`src/rtl/memscan_pkg.sv`:
```
package memscan_pkg;

  localparam int WORD_W = 8;

  // strobes from the control half to the datapath half
  typedef struct packed {
    logic clear;   // force output register to zero
    logic fetch;   // capture memory word at the video address
    logic load;    // move captured word to the output register
  } scanStrobe_t;

endpackage

```
`src/rtl/memscan_ctrl.sv`:
```
module memscan_ctrl
  import memscan_pkg::*;
#(
  parameter int FRAME_WORDS = 240,
  parameter int ADDR_W      = 8
) (
  input  logic              clk,
  input  logic              rst,
  output logic [ADDR_W-1:0] vidAddr,
  output scanStrobe_t       strobe
);

  localparam logic [ADDR_W-1:0] LAST_ADDR = ADDR_W'(FRAME_WORDS - 1);

  logic primed;

  always_ff @(posedge clk) begin
    if (rst) begin
      vidAddr <= '0;
      primed  <= 1'b0;
    end else begin
      vidAddr <= (vidAddr == LAST_ADDR) ? '0 : vidAddr + 1'b1;
      primed  <= 1'b1;
    end
  end

  always_comb begin
    strobe.clear = rst;
    strobe.fetch = !rst;
    strobe.load  = primed && !rst;
  end

endmodule

```
`src/rtl/memscan_datapath.sv`:
```
module memscan_datapath
  import memscan_pkg::*;
#(
  parameter int FRAME_WORDS = 240,
  parameter int ADDR_W      = 8
) (
  input  logic              clk,
  input  scanStrobe_t       strobe,
  input  logic [ADDR_W-1:0] vidAddr,
  input  logic              hostWe,
  input  logic [ADDR_W-1:0] hostAddr,
  input  logic [WORD_W-1:0] hostData,
  output logic [WORD_W-1:0] outWord
);

  localparam logic [ADDR_W:0] WORDS_EXT = (ADDR_W + 1)'(FRAME_WORDS);

  logic [WORD_W-1:0] frameMem [FRAME_WORDS];
  logic [WORD_W-1:0] fetchQ;
  logic              hostHit;

  assign hostHit = hostWe && ({1'b0, hostAddr} < WORDS_EXT);

  // host port
  always_ff @(posedge clk) begin
    if (hostHit) frameMem[hostAddr] <= hostData;
  end

  // video port: nonblocking read sees the pre-write word on a collision
  always_ff @(posedge clk) begin
    if (strobe.fetch) fetchQ <= frameMem[vidAddr];
  end

  always_ff @(posedge clk) begin
    if (strobe.clear)     outWord <= '0;
    else if (strobe.load) outWord <= fetchQ;
  end

endmodule

```
`src/rtl/memscan_video.sv`:
```
module memscan_video
  import memscan_pkg::*;
#(
  parameter int LINE_TICKS  = 24,
  parameter int FRAME_LINES = 10
) (
  input  logic                                        clk,
  input  logic                                        rst,
  input  logic                                        hostWe,
  input  logic [$clog2(LINE_TICKS*FRAME_LINES)-1:0]   hostAddr,
  input  logic [7:0]                                  hostData,
  output logic [1:0]                                  pixRed,
  output logic [1:0]                                  pixGreen,
  output logic [1:0]                                  pixBlue,
  output logic                                        hSync,
  output logic                                        vSync
);

  localparam int FRAME_WORDS = LINE_TICKS * FRAME_LINES;
  localparam int ADDR_W      = $clog2(FRAME_WORDS);

  logic [ADDR_W-1:0] vidAddr;
  scanStrobe_t       strobe;
  logic [WORD_W-1:0] outWord;

  memscan_ctrl #(.FRAME_WORDS(FRAME_WORDS), .ADDR_W(ADDR_W)) ctrl (
    .clk    (clk),
    .rst    (rst),
    .vidAddr(vidAddr),
    .strobe (strobe)
  );

  memscan_datapath #(.FRAME_WORDS(FRAME_WORDS), .ADDR_W(ADDR_W)) dpath (
    .clk     (clk),
    .strobe  (strobe),
    .vidAddr (vidAddr),
    .hostWe  (hostWe),
    .hostAddr(hostAddr),
    .hostData(hostData),
    .outWord (outWord)
  );

  assign pixRed   = outWord[1:0];
  assign pixGreen = outWord[3:2];
  assign pixBlue  = outWord[5:4];
  assign hSync    = outWord[6];
  assign vSync    = outWord[7];

endmodule

```
`config.mk`:
```
export PLATFORM = sky130hd
export DESIGN_NAME = memscan_video
export DESIGN_NICKNAME = d
export VERILOG_FILES = /design/src/rtl/memscan_pkg.sv /design/src/rtl/memscan_ctrl.sv /design/src/rtl/memscan_datapath.sv /design/src/rtl/memscan_video.sv
export SDC_FILE = /design/constraint.sdc
export NUM_CORES = 2
export LEC_CHECK = 0
export BUFFER_PORTS_ARGS = -buffer_cell sky130_fd_sc_hd__buf_2
export CORE_ASPECT_RATIO = 1.5
export CORE_MARGIN = 3
export CORE_UTILIZATION = 37
export CTS_BUF_LIST = sky130_fd_sc_hd__clkbuf_8
export DETAILED_ROUTE_END_ITERATION = 6
export PLACE_DENSITY_LB_ADDON = 0.3
export RECOVER_POWER = 100
export SYNTH_ARGS = -nofsm -noshare
export SYNTH_HDL_FRONTEND = slang
export SYNTH_SLANG_ARGS = --single-unit
```
`constraint.sdc`:
```
create_clock -name clk -period 6.1 [get_ports clk]
set_input_delay 1.22 -clock clk [delete_from_list [all_inputs] [get_ports clk]]
set_output_delay 1.22 -clock clk [all_outputs]
set_load 0.05 [all_outputs]
```
==> run metrics <==
drt pass-1 iters 7; status finished, violations left; post-synth top area cell edfxtp_1; H-Tree Depth 5; largest net degree at the start of global routing 147; synth warn 0; final hold slack 503.4 ps; total power 0.02584 W; Finish-stage setup viols 0; worst slew pin tran 4488 ps; io pins 27; CP bufs+invs 2; non-filler cells, final 6450; Final Cycle Share 0.7990; CP max-delay cell clkbuf_1; Cells on Worst Hold Path 2; Slew HR -1.992; nets@finish 3612; hold-fix buffers at CTS 0; vias in the first global route 37.38k; Post-Route WL 196100 um; gr ovfl total 0; Max clock buf depth 4; Post-synth EDFFs 1928; Core Util, Final 0.4118; die width 374.2 um; Pwr per Cell Area 310.7 mW/mm2; Max Slew Vio Count 1012; routability-driven placement congestion ratio 0.8535; PortBufs 26; clk slew on worst S/H paths 70 ps; CTS tree yes; LEAKAGE 25.09 nW; Mapped Cells 3414; final hold violations 0; worst reg2reg endpoint dpath.fetchQ[0]; Layout area overhead 10.56%; GR Util All Layers 0.1860; CP Launch Type primary input; Synth area leaders edfxtp_1 77%, mux4_2 15%, mux2i_1 1.5%, nor2_1 1.4%, a22oi_1 0.51%; Seq cells post-synth 1945; kind of critical path in -> reg; post-synth top area share 0.7696; postcts setup bufs 0; CP top delay family buffers and inverters; DPL Wire Length 118800 um; layout cells sized above 1 0.2414; Synth Flop Type edfxtp_1; reg-to-reg slack, setup 1540 ps; clock skew 56.45 ps; DR vias 35.88k; Vias/cell 5.562; Post-Syn Area 0.07522 mm2; Worst EP arrival 5370 ps; asr flop ratio synth 0; Worst Path Required 6600 ps; initial core utilization 0.3725; total CTS buffers 274; Max Fclk 205.2 MHz; hold path start dpath.fetchQ[0]; initial antenna violation count 6; crit path time final 4874 ps; setup_tns 0 ps; peak supply drop 0.1816 mV; num rows 202; max-cap viol count 24; first-pass GRT wire length 280300 um; worst-path cell chain clkbuf_1, clkbuf_2; Resize count post-CTS 0; DIE AREA 0.2089 mm2; Worst Hold Class reg -> reg; Avg Inst Size Synth 22.03 um2; placed insts 5968; DR WL/cell 30.41 um; Die Span Y 558.2 um; DRT iter0 DRCs 3680; failing checks DRC, capacitance limit, slew limit; sequential area share after synthesis 0.7742; crit-path max FO 76; post-synth cell types 55; root buf cell clkbuf_8; post-synthesis net count 3434; worst r2r src ctrl.vidAddr[0]; Clock Latency Late Sink 890 ps; total clock sinks 1945; Antenna Nets Post-Route 0; Worst Hold Path EP dpath.outWord[0]; crit end category flop; worst reg-to-reg path cell count 7; slowest stage delay, CP 2790 ps; Residual DRC 1; core area 0.2019 mm2; RSZ-0062 raised after global routing false
## sequential cells by signal, indices dropped and copies added, names as in the netlist
name            flops
dpath.frameMem   1920
ctrl.vidAddr        8
dpath.fetchQ        8
dpath.outWord       8
ctrl.primed         1
## worst max path at each step
stage                         start                      to  slack [ps]  depth (start not counted)
finish                  hostData[1]  dpath.frameMem[125][1]        1230                          2
global route            hostData[2]  dpath.frameMem[169][2]         960                          2
CTS                 ctrl.vidAddr[0]         dpath.fetchQ[5]        2020                          7
detailed placement      hostAddr[6]   dpath.frameMem[60][3]        1570                          6
global placement        hostAddr[6]  dpath.frameMem[188][7]        1520                          6
floorplan               hostAddr[6]  dpath.frameMem[205][0]        3150                          6
## kinds of logic (layout without fill, tap and decap cells)
kind of cell | count (synthesis) | count (layout) | synth area share
simple gates | 434 | 434 | 0.02422
fa+ha+maj | 1 | 1 | 0.0001663
mux | 622 | 622 | 0.1669
compound gates | 203 | 203 | 0.01901
xor+xnor | 4 | 4 | 0.0004658
flops | 1945 | 1945 | 0.7742
buf+inv | 205 | 586 | 0.01502
other cells | 0 | 3 | 0
## power by group
| group | switching (W) | leakage [nW] | internal (W) |
|---|---|---|---|
| clock | 0.00484 | 2.81 | 0.00457 |
| sequential | 0.0000486 | 17.5 | 0.0147 |
| combinational | 0.00102 | 4.81 | 0.000625 |
| total | 0.00591 | 25.1 | 0.0199 |
## cells in the mapped netlist (all sizes together) (12+ instances only)
master and n:
nor2b 13, nor2 288, nand2 57, edfxtp 1928, a211oi 18, o22ai 15, mux2i 115, o21ai 24
a31oi 12, dfxtp 17, a21oi 26, a22oi 51, buf 121, a221oi 16, mux4 506, nand3 33
clkbuf 78
## layer usage
metal  vias up  wire, um  track usage
met5         -        36            0
li1      14691         -            -
met3       398     11700      0.02656
met4         6      9907      0.08801
met2      1461    102700       0.3279
met1     19321     71750       0.2260
## through the flow
step	cell area, um2	setup WS (ps)
after floorplan	75220	3154
after global placement	78500	1522
after detailed placement	78500	1566
after CTS	83390	2016
after global routing	83160	955.4
final	83160	1226
## cells in the final DEF (no fill, tap or decap), types with 29 or more instances in the layout
cell type     n
buf_4        29
nand3_1      33
nor2_1      287
clkbuf_8    289
mux4_2      506
inv_1        87
a22oi_1      51
nand2_1      57
clkinv_2     32
clkbuf_1     40
mux2i_1     115
edfxtp_1   1928
clkinv_1     61
## area by class of cell
class,count,area (um2)
antenna,3,7.507
clock buffer,286,3936
clock inverter,193,949.7
fill,17509,118800
inverter,6,26.28
multi-input combinational,1264,15870
sequential,1945,58250
tap,2652,3318
timing repair buffer,101,809.5
(Power assumes the default switching activity.)
